**src/rtl/dma_pkg.sv**
```systemverilog
package dma_pkg;

  typedef enum logic [1:0] {
    SEL_ADDR   = 2'd0,
    SEL_COUNT  = 2'd1,
    SEL_MODE   = 2'd2,
    SEL_STATUS = 2'd3
  } reg_sel_e;

  typedef enum logic [2:0] {
    ST_IDLE = 3'd0,
    ST_REQ  = 3'd1,
    ST_ACK  = 3'd2,
    ST_WR   = 3'd3,
    ST_HOLD = 3'd4
  } seq_state_e;

  localparam int MODE_BURST_BIT  = 0;
  localparam int MODE_ARM_BIT    = 1;
  localparam int STATUS_ARM_BIT  = 0;
  localparam int STATUS_IRQ_BIT  = 1;

endpackage

```
**src/rtl/dma_regfile.sv**
```systemverilog
module dma_regfile
  import dma_pkg::*;
#(
  parameter int DW = 16,
  parameter int AW = 16,
  parameter int CW = 16
) (
  input  logic          clk,
  input  logic          rst,
  input  logic          cpu_cs,
  input  logic [1:0]    cpu_rs,
  input  logic          cpu_rd,
  input  logic          cpu_wr,
  input  logic [DW-1:0] cpu_wdata,
  output logic [DW-1:0] cpu_rdata,
  input  logic          bus_locked,
  input  logic          word_step,
  input  logic          xfer_end,
  output logic [AW-1:0] addr_q,
  output logic [CW-1:0] count_q,
  output logic          burst_q,
  output logic          arm_q,
  output logic          irq_q
);

  reg_sel_e      sel;
  logic          port_open;
  logic          wr_en;
  logic          rd_en;
  logic [DW-1:0] rd_mux;

  assign sel       = reg_sel_e'(cpu_rs);
  assign port_open = cpu_cs && !bus_locked;
  assign wr_en     = port_open && cpu_wr;
  assign rd_en     = port_open && cpu_rd && !cpu_wr;

  always_comb begin
    rd_mux = '0;
    unique case (sel)
      SEL_ADDR:   rd_mux[AW-1:0] = addr_q;
      SEL_COUNT:  rd_mux[CW-1:0] = count_q;
      SEL_MODE: begin
        rd_mux[MODE_BURST_BIT] = burst_q;
        rd_mux[MODE_ARM_BIT]   = arm_q;
      end
      SEL_STATUS: begin
        rd_mux[STATUS_ARM_BIT] = arm_q;
        rd_mux[STATUS_IRQ_BIT] = irq_q;
      end
      default: rd_mux = '0;
    endcase
  end

  always_ff @(posedge clk) begin
    if (rst) begin
      addr_q    <= '0;
      count_q   <= '0;
      burst_q   <= 1'b0;
      arm_q     <= 1'b0;
      irq_q     <= 1'b0;
      cpu_rdata <= '0;
    end else begin
      if (word_step) begin
        addr_q  <= addr_q + AW'(1);
        count_q <= count_q - CW'(1);
      end
      if (xfer_end) begin
        arm_q <= 1'b0;
        irq_q <= 1'b1;
      end
      if (wr_en) begin
        unique case (sel)
          SEL_ADDR:  addr_q <= cpu_wdata[AW-1:0];
          SEL_COUNT: begin
            count_q <= cpu_wdata[CW-1:0];
            irq_q   <= 1'b0;
          end
          SEL_MODE: begin
            burst_q <= cpu_wdata[MODE_BURST_BIT];
            arm_q   <= cpu_wdata[MODE_ARM_BIT];
          end
          default: ;
        endcase
      end
      if (rd_en) begin
        cpu_rdata <= rd_mux;
        if (sel == SEL_STATUS) irq_q <= 1'b0;
      end
    end
  end

  AST_ADDR_STEP: assert property (@(posedge clk) disable iff (rst)
    word_step |=> addr_q == $past(addr_q) + AW'(1));
  AST_COUNT_STEP: assert property (@(posedge clk) disable iff (rst)
    word_step |=> count_q == $past(count_q) - CW'(1));
  AST_END_FLAGS: assert property (@(posedge clk) disable iff (rst)
    xfer_end |=> irq_q && !arm_q);
  AST_LOCKED_MODE: assert property (@(posedge clk) disable iff (rst)
    (bus_locked && cpu_cs && cpu_wr) |=> $stable(burst_q));

endmodule

```
**src/rtl/dma_sequencer.sv**
```systemverilog
module dma_sequencer
  import dma_pkg::*;
#(
  parameter int DW = 16,
  parameter int AW = 16
) (
  input  logic          clk,
  input  logic          rst,
  input  logic          arm,
  input  logic          burst,
  input  logic          count_zero,
  input  logic [AW-1:0] addr,
  input  logic          dev_req,
  input  logic          bus_grant,
  input  logic [DW-1:0] dev_data,
  output logic          bus_req,
  output logic          dev_ack,
  output logic          mem_wr,
  output logic          bus_drive,
  output logic [AW-1:0] mem_addr,
  output logic [DW-1:0] mem_wdata,
  output logic          word_step,
  output logic          xfer_end
);

  seq_state_e st, st_nxt;

  always_comb begin
    st_nxt = st;
    unique case (st)
      ST_IDLE: if (arm && !count_zero && dev_req) st_nxt = ST_REQ;
      ST_REQ:  if (bus_grant) st_nxt = ST_ACK;
      ST_ACK:  st_nxt = ST_WR;
      ST_WR: begin
        if (count_zero || !burst) st_nxt = ST_IDLE;
        else if (dev_req)         st_nxt = ST_ACK;
        else                      st_nxt = ST_HOLD;
      end
      ST_HOLD: if (dev_req) st_nxt = ST_ACK;
      default: st_nxt = ST_IDLE;
    endcase
  end

  assign word_step = (st == ST_ACK);
  assign xfer_end  = (st == ST_WR) && count_zero;

  always_ff @(posedge clk) begin
    if (rst) begin
      st        <= ST_IDLE;
      bus_req   <= 1'b0;
      dev_ack   <= 1'b0;
      mem_wr    <= 1'b0;
      bus_drive <= 1'b0;
      mem_addr  <= '0;
      mem_wdata <= '0;
    end else begin
      st        <= st_nxt;
      bus_req   <= (st_nxt != ST_IDLE);
      dev_ack   <= (st_nxt == ST_ACK);
      mem_wr    <= (st_nxt == ST_WR);
      bus_drive <= (st_nxt == ST_ACK) || (st_nxt == ST_WR);
      if (st == ST_ACK) begin
        mem_addr  <= addr;
        mem_wdata <= dev_data;
      end
    end
  end

  AST_ACK_GRANTED: assert property (@(posedge clk) disable iff (rst)
    dev_ack |-> bus_grant && bus_req);
  AST_ACK_THEN_WRITE: assert property (@(posedge clk) disable iff (rst)
    dev_ack |=> mem_wr && !dev_ack);
  AST_WRITE_AFTER_ACK: assert property (@(posedge clk) disable iff (rst)
    mem_wr |-> $past(dev_ack));
  AST_STEAL_RELEASE: assert property (@(posedge clk) disable iff (rst)
    (mem_wr && !burst) |=> !bus_req);
  AST_END_RELEASE: assert property (@(posedge clk) disable iff (rst)
    (mem_wr && count_zero) |=> !bus_req);
  AST_DRIVE_GRANTED: assert property (@(posedge clk) disable iff (rst)
    bus_drive |-> bus_grant && (dev_ack || mem_wr));
  AST_EMPTY_NO_REQ: assert property (@(posedge clk) disable iff (rst)
    (!bus_req && count_zero) |=> !bus_req);

endmodule

```
**src/rtl/dma_engine.sv**
```systemverilog
module dma_engine
  import dma_pkg::*;
#(
  parameter int DW = 16,
  parameter int AW = 16,
  parameter int CW = 16
) (
  input  logic          clk,
  input  logic          rst,
  input  logic          cpu_cs,
  input  logic [1:0]    cpu_rs,
  input  logic          cpu_rd,
  input  logic          cpu_wr,
  input  logic [DW-1:0] cpu_wdata,
  output logic [DW-1:0] cpu_rdata,
  output logic          irq,
  output logic          bus_req,
  input  logic          bus_grant,
  input  logic          dev_req,
  output logic          dev_ack,
  input  logic [DW-1:0] dev_data,
  output logic          bus_drive,
  output logic [AW-1:0] mem_addr,
  output logic [DW-1:0] mem_wdata,
  output logic          mem_wr
);

  logic [AW-1:0] addr_q;
  logic [CW-1:0] count_q;
  logic          burst_q;
  logic          arm_q;
  logic          word_step;
  logic          xfer_end;
  logic          count_zero;

  assign count_zero = (count_q == '0);

  dma_regfile #(.DW(DW), .AW(AW), .CW(CW)) u_regs (
    .clk        (clk),
    .rst        (rst),
    .cpu_cs     (cpu_cs),
    .cpu_rs     (cpu_rs),
    .cpu_rd     (cpu_rd),
    .cpu_wr     (cpu_wr),
    .cpu_wdata  (cpu_wdata),
    .cpu_rdata  (cpu_rdata),
    .bus_locked (bus_req),
    .word_step  (word_step),
    .xfer_end   (xfer_end),
    .addr_q     (addr_q),
    .count_q    (count_q),
    .burst_q    (burst_q),
    .arm_q      (arm_q),
    .irq_q      (irq)
  );

  dma_sequencer #(.DW(DW), .AW(AW)) u_seq (
    .clk        (clk),
    .rst        (rst),
    .arm        (arm_q),
    .burst      (burst_q),
    .count_zero (count_zero),
    .addr       (addr_q),
    .dev_req    (dev_req),
    .bus_grant  (bus_grant),
    .dev_data   (dev_data),
    .bus_req    (bus_req),
    .dev_ack    (dev_ack),
    .mem_wr     (mem_wr),
    .bus_drive  (bus_drive),
    .mem_addr   (mem_addr),
    .mem_wdata  (mem_wdata),
    .word_step  (word_step),
    .xfer_end   (xfer_end)
  );

  AST_RESET_QUIET: assert property (@(posedge clk)
    rst |=> !bus_req && !dev_ack && !mem_wr && !irq);
  AST_IRQ_BUS_FREE: assert property (@(posedge clk) disable iff (rst)
    $rose(irq) |-> !bus_req);

endmodule

```
**config.mk**
```make
export PLATFORM = sky130hd
export DESIGN_NAME = dma_engine
export DESIGN_NICKNAME = d
export VERILOG_FILES = /design/src/rtl/dma_pkg.sv /design/src/rtl/dma_regfile.sv /design/src/rtl/dma_sequencer.sv /design/src/rtl/dma_engine.sv
export SDC_FILE = /design/constraint.sdc
export NUM_CORES = 1
export LEC_CHECK = 0
export ABC_CLOCK_PERIOD_IN_PS = 2600
export BUFFER_PORTS_ARGS = -buffer_cell sky130_fd_sc_hd__buf_2
export CORE_AREA = 2 2 104 106
export DETAILED_ROUTE_END_ITERATION = 6
export DIE_AREA = 0 0 106 108
export HOLD_SLACK_MARGIN = 0.12
export PLACE_DENSITY_LB_ADDON = 0.1
export RECOVER_POWER = 25
export SLEW_MARGIN = 15
export SYNTH_ARGS = -nofsm -noshare
export SYNTH_HDL_FRONTEND = slang
export SYNTH_SLANG_ARGS = --single-unit
```
**constraint.sdc**
```tcl
create_clock -name clk -period 2.6 [get_ports clk]
set_clock_uncertainty 0.1 [all_clocks]
set_input_delay 0.65 -clock clk [delete_from_list [all_inputs] [get_ports clk]]
set_output_delay 0.65 -clock clk [all_outputs]
set_load 0.1 [all_outputs]
```
---- After elaboration in Yosys (flattened, before gate mapping) ----
Index checks and enable logic that the tools add are counted.
storage, ports and cells
  register bits ........................... 90
  output and inout port bits .............. 53
  logic and storage cells ................. 64
cells by class
  add/sub/neg operators ................... 2
  equal/unequal tests ..................... 9
  muxes and demuxes ....................... 22
  reduce and logical (&&, ||, !) cells .... 18
operators with widths
  operator               count
  $mux 16                6
  $pmux 14 s2            1
  $add 16x1->16 const B  1
  $logic_not 16->1       1
  $sub 16x1->16 const B  1
  $mux 3                 5
  $pmux 3 s5             1
  $eq 3x2->1 const B     4
  $mux 1                 8
  $pmux 2 s4             1
  $logic_and 1x1->1      7
  $eq 2x2->1 const B     2
  $logic_not 1->1        4
  $eq 3x1->1 const B     1
  $eq 3x3->1 const B     1
  $logic_not 3->1        1
  $reduce_bool 3->1      1
  $eq 2x1->1 const B     1
  $logic_not 2->1        1
  $logic_or 1x1->1       2
  $reduce_and 2->1       1

---- Longest topological paths before layout ----
  word-level depth ........................ 8
  mapped depth ............................ 7

---- By module ----
Synthesis repeated with hierarchy kept, for this count alone.
unflattened totals
  cell total of the unflattened synthesis .. 481
  area, all modules ....................... 4,065.1 sq um
by module, submodules not included
  module         instances  cells each  area an instance (sq um)
  dma_regfile    1          299         2,590.0
  dma_sequencer  1          177         1,441.4
  dma_engine     1          5           33.8

---- Worst setup path before layout ----
No wires, ideal clock.
  path type ............................... input to register
  from .................................... input port cpu_rs[1]
  to ...................................... register u_regs.addr_q[15]
  setup time .............................. 0.137 ns
  arrival ................................. 1.829 ns
  data required time ...................... 2.363 ns
  slack ................................... 0.533 ns
  stages on the path ...................... 6
  path buffers ............................ 2
  path through ............................ clkbuf_1 > nor4bb_1 > nand2b_1 > clkbuf_1 > o21ai_0 > a31oi_1
on the way
  word-level cells in the longest chain between the ends .. 3
ends and longest elaborated chain
  item                  line               source
  from (decl)           dma_engine.sv:11   input logic [1:0] cpu_rs,
  $logic_not 2->1       dma_regfile.sv:72  unique case (sel)
  $mux 16               dma_regfile.sv:72
  $mux 16               dma_regfile.sv:71  if (wr_en) begin
  to (signal assigned)  dma_regfile.sv:64  addr_q <= addr_q + AW'(1);
  to (signal assigned)  dma_regfile.sv:73  SEL_ADDR: addr_q <= cpu_wdata[AW-1:0];
  to (decl)             dma_regfile.sv:19  output logic [AW-1:0] addr_q,
No other way between the ends.
A chain may end at the register's enable or synchronous reset.

---- Final worst setup path ----
  from .................................... register u_seq.st[1]
  to ...................................... register u_regs.addr_q[13]
on the way
  word-level cells in the longest chain between the ends .. 4
ends and longest elaborated chain
  item                    line                 source
  from (decl)             dma_sequencer.sv:26  seq_state_e st, st_nxt;
  from (signal assigned)  dma_sequencer.sv:57  st <= st_nxt;
  $eq 3x2->1 (*)          dma_sequencer.sv:44  assign word_step = (st == ST_ACK);
  $mux 16 (*)             dma_regfile.sv:63    if (word_step) begin
  $mux 16                 dma_regfile.sv:72
  $mux 16 (*)             dma_regfile.sv:71
Every way passes the cells marked *; elsewhere a longest branch is shown, timed or not.

==> metrics.md <==
| Metric | Value |
|---|---|
| Hold Buf Count CTS | 0 |
| Cell variety after synth | 42 |
| Core Region | 0.01023 mm^2 |
| Antenna Nets Post-Route | 0 |
| Inst Count DP | 700 |
| Post-Route WL | 11.41 mm |
| Placed Area | between 0.004 and 0.005 mm^2 |
| Min cycle time layout | roughly 2400 ps |
| Routed wl met2 | 5.572 mm |
| Hold Violations, Final | 0 |
| Mapped Nets | 533 |
| Least-Margin Pin Slew | around 1300 ps |
| Most common cell after layout, fill and taps aside | buf_2 |
| CP endpoint kind | flop |
| # resized after CTS | 0 |
| Port-buffer cells | slightly above 90 |
| Worst-path clk slew | 90 ps |
| Mapped Avg Cell Area | between 8 and 9 um^2 |
| Post-route setup slack | 234.1 ps |
| RSZ-0062 raised after global routing | no |
| F_max | 422.7 MHz |
| Design area | roughly 0.005 mm^2 |
| GRT Total Usage | 20.38% |
| Worst path required time | 2780 ps |
| CTS H-tree lvls | 3 |
| CTS tree | done |
| Slew headroom | 14.31% |
| N_diodes | 0 |
| Maxcap violations | 0 |
| Slew Limit Fails | 0 |
| Setup CP Type | reg2reg |
| First-pass iteration count of the detailed router | 4 |
| Vias in the first global route | 3494 |
| Count of final setup violators | 0 |
| Post-Syn Instances | 490 |
| I/O pin count | 94 |
| Synth warn | 0 |
| DRC Markers | 0 |
| CP Launch Type | flop |
| Max clock buf depth | 2 |
| Overflow after GRT | 0 |
| Die area | roughly 0.011 mm^2 |
| CP max FO | 11 |
| Setup_tns | 0 ps |
| Fin nets | between 600 and 700 |
| Root Buffer | clkbuf_8 |
| Met1 WL | 5.123 mm |
| Die Y | 108 um |
| Hold slack | 353.8 ps |
| Period utilization | 91.00% |
| Mapped Area | just over 0.004 mm^2 |
| Die W | 106 um |
| WP data arrival | between 2000 and 3000 ps |
| Commonest cells after routing, fill and taps aside | 92 x buf_2, 90 x dfxtp_1, 84 x nand2_1, 54 x nor2_1, 50 x a21oi_1 |
| Pleak | between 1.5 and 2 nW |
| Num CTS Buffers | 9 |
| Largest net degree at the start of global routing | 46 |
| Initial antenna violation count | 0 |
| Via-per-instance ratio | ~5.2 |
| Worst Hold Class | reg2reg |
| Power, Total | 2.780 mW |
| Clk_lat worst skew | about 370 ps |
| First-pass GRT wire length | 18.03 mm |
| Share of post-route cells with drive strength above 1 | 22.41% |
| FILL cells | 1039 |
| Drt wl/cell | 15.93 um |
| Post-CTS Setup Inserts | 0 |
| Layout Cells excl Fill | 716 |
| Area of the multi-input gates | 0.002082 mm^2 |
| Area grow syn2layout | 20.64% |
| FF-to-FF setup slack | 230 ps |
| Status | finished clean |
| Initial core utilization | 39.65% |
| Met3 wire len | 530 um |
| Drt initial violations | about 160 |
| Sequential area share after synthesis | 44.42% |
| Peak VDD IR | 0.2549 mV |
| Layout Utilization | between 40 and 50% |
| Final GP Congestion | 0.8682 |
| Vias | 3754 |
| Yosys reg bits | 90 |
| Power density over the cells | 568.0 mW/mm^2 |
| Site Rows | 37 |
| Detailed placement HPWL | ~8.3 mm |
| Post-place setup slack | 336.5 ps |
| Clock sinks | 90 |
| Sequential cell area | about 0.0018 mm^2 |
| Uppermost layer routed | met4 |
## flip-flops by register name, indices dropped and copies added, names as in the netlist
| name | count |
|---|---|
| u_seq.dev_ack | 1 |
| u_seq.mem_wdata | 16 |
| u_seq.mem_addr | 16 |
| u_regs.addr_q | 16 |
| u_regs.cpu_rdata | 16 |
| u_regs.burst_q | 1 |
| u_regs.count_q | 16 |
| u_seq.st | 3 |
| u_regs.irq_q | 1 |
| u_regs.arm_q | 1 |
| u_seq.mem_wr | 1 |
| u_seq.bus_drive | 1 |
| u_seq.bus_req | 1 |
## layer usage
metal,global-route usage [%],up-vias
met2,34.61,94
li1,-,1908
met4,7.049,0
met5,0,-
met3,4.219,14
met1,25.88,1738
## final timing paths
check / start / end / cells past startpoint
setup reg to reg: u_seq.st[1]$_SDFF_PP0_ / u_regs.addr_q[13]$_SDFF_PP0_ / 4
hold / removal: u_seq.mem_addr[11]$_SDFFE_PP0P_ / u_seq.mem_addr[11]$_SDFFE_PP0P_ / 2
setup / recovery: u_seq.st[1]$_SDFF_PP0_ / u_regs.addr_q[13]$_SDFF_PP0_ / 4
hold reg to reg: u_seq.mem_addr[11]$_SDFFE_PP0P_ / u_seq.mem_addr[11]$_SDFFE_PP0P_ / 2
## report_power, final
part	internal [mW]	total (mW)	switching, mW
combinational	0.0888	0.239	0.150
sequential	1.40	1.44	0.0388
clock	0.569	1.10	0.531
total	2.06	2.78	0.719
## layout make-up
cell class	instances	share of cell area, %
clock buffer	10	2.813
clock inverter	6	1.841
inverter	9	0.6904
multi-input combinational	356	42.55
sequential	90	36.82
tap	136	3.477
timing repair buffer	109	11.81
## synth_stat cells
master / count / area (um^2)
a211oi_1: 17 / 127.6
a21boi_0: 1 / 7.510
a21oi_1: 50 / 250.2
a311oi_1: 14 / 122.6
a31oi_1: 2 / 12.51
a41oi_1: 1 / 8.760
and4_1: 1 / 8.760
buf_1: 6 / 22.52
buf_2: 4 / 20.02
buf_6: 1 / 11.26
clkbuf_1: 24 / 90.09
dfxtp_1: 90 / 1802
ha_1: 2 / 25.02
inv_1: 9 / 33.78
mux2i_1: 17 / 170.2
mux4_2: 2 / 45.04
nand2_1: 84 / 315.3
nand2b_1: 4 / 25.02
nand3_1: 10 / 50.05
nand3b_1: 4 / 30.03
nand4_1: 10 / 62.56
nand4bb_1: 1 / 11.26
nand4bb_4: 1 / 27.53
nor2_1: 54 / 202.7
nor2b_1: 1 / 6.260
nor3_1: 20 / 100.1
nor3b_1: 3 / 22.52
nor4_1: 5 / 31.28
nor4b_1: 1 / 8.760
nor4bb_1: 2 / 20.02
o2111a_1: 1 / 11.26
o211ai_1: 1 / 7.510
o21ai_0: 7 / 35.03
o31ai_1: 5 / 37.54
o41ai_1: 4 / 35.03
or3_1: 5 / 31.28
or3b_2: 2 / 17.52
or4_1: 4 / 30.03
or4_4: 1 / 11.26
or4b_1: 2 / 20.02
xnor2_1: 6 / 52.55
xor2_1: 11 / 96.34
## critical path, cell delays in order (launching register included)
cell and delay [ps]:
dfxtp_1 560, nand4bb_4 210, nor4_1 620, or4b_1 510, a311oi_1 280
## kinds of logic after synthesis
family | Yosys count | share of synthesized area (%)
and+or+nand+nor | 215 | 25.45
AOI/OAI and AO/OA | 103 | 16.16
DFF | 90 | 44.42
buffers and inverters | 44 | 4.380
muxes | 19 | 5.305
xor gates and xnor gates | 17 | 3.671
adders and majority gates | 2 | 0.6168
(Power assumes the default switching activity.)
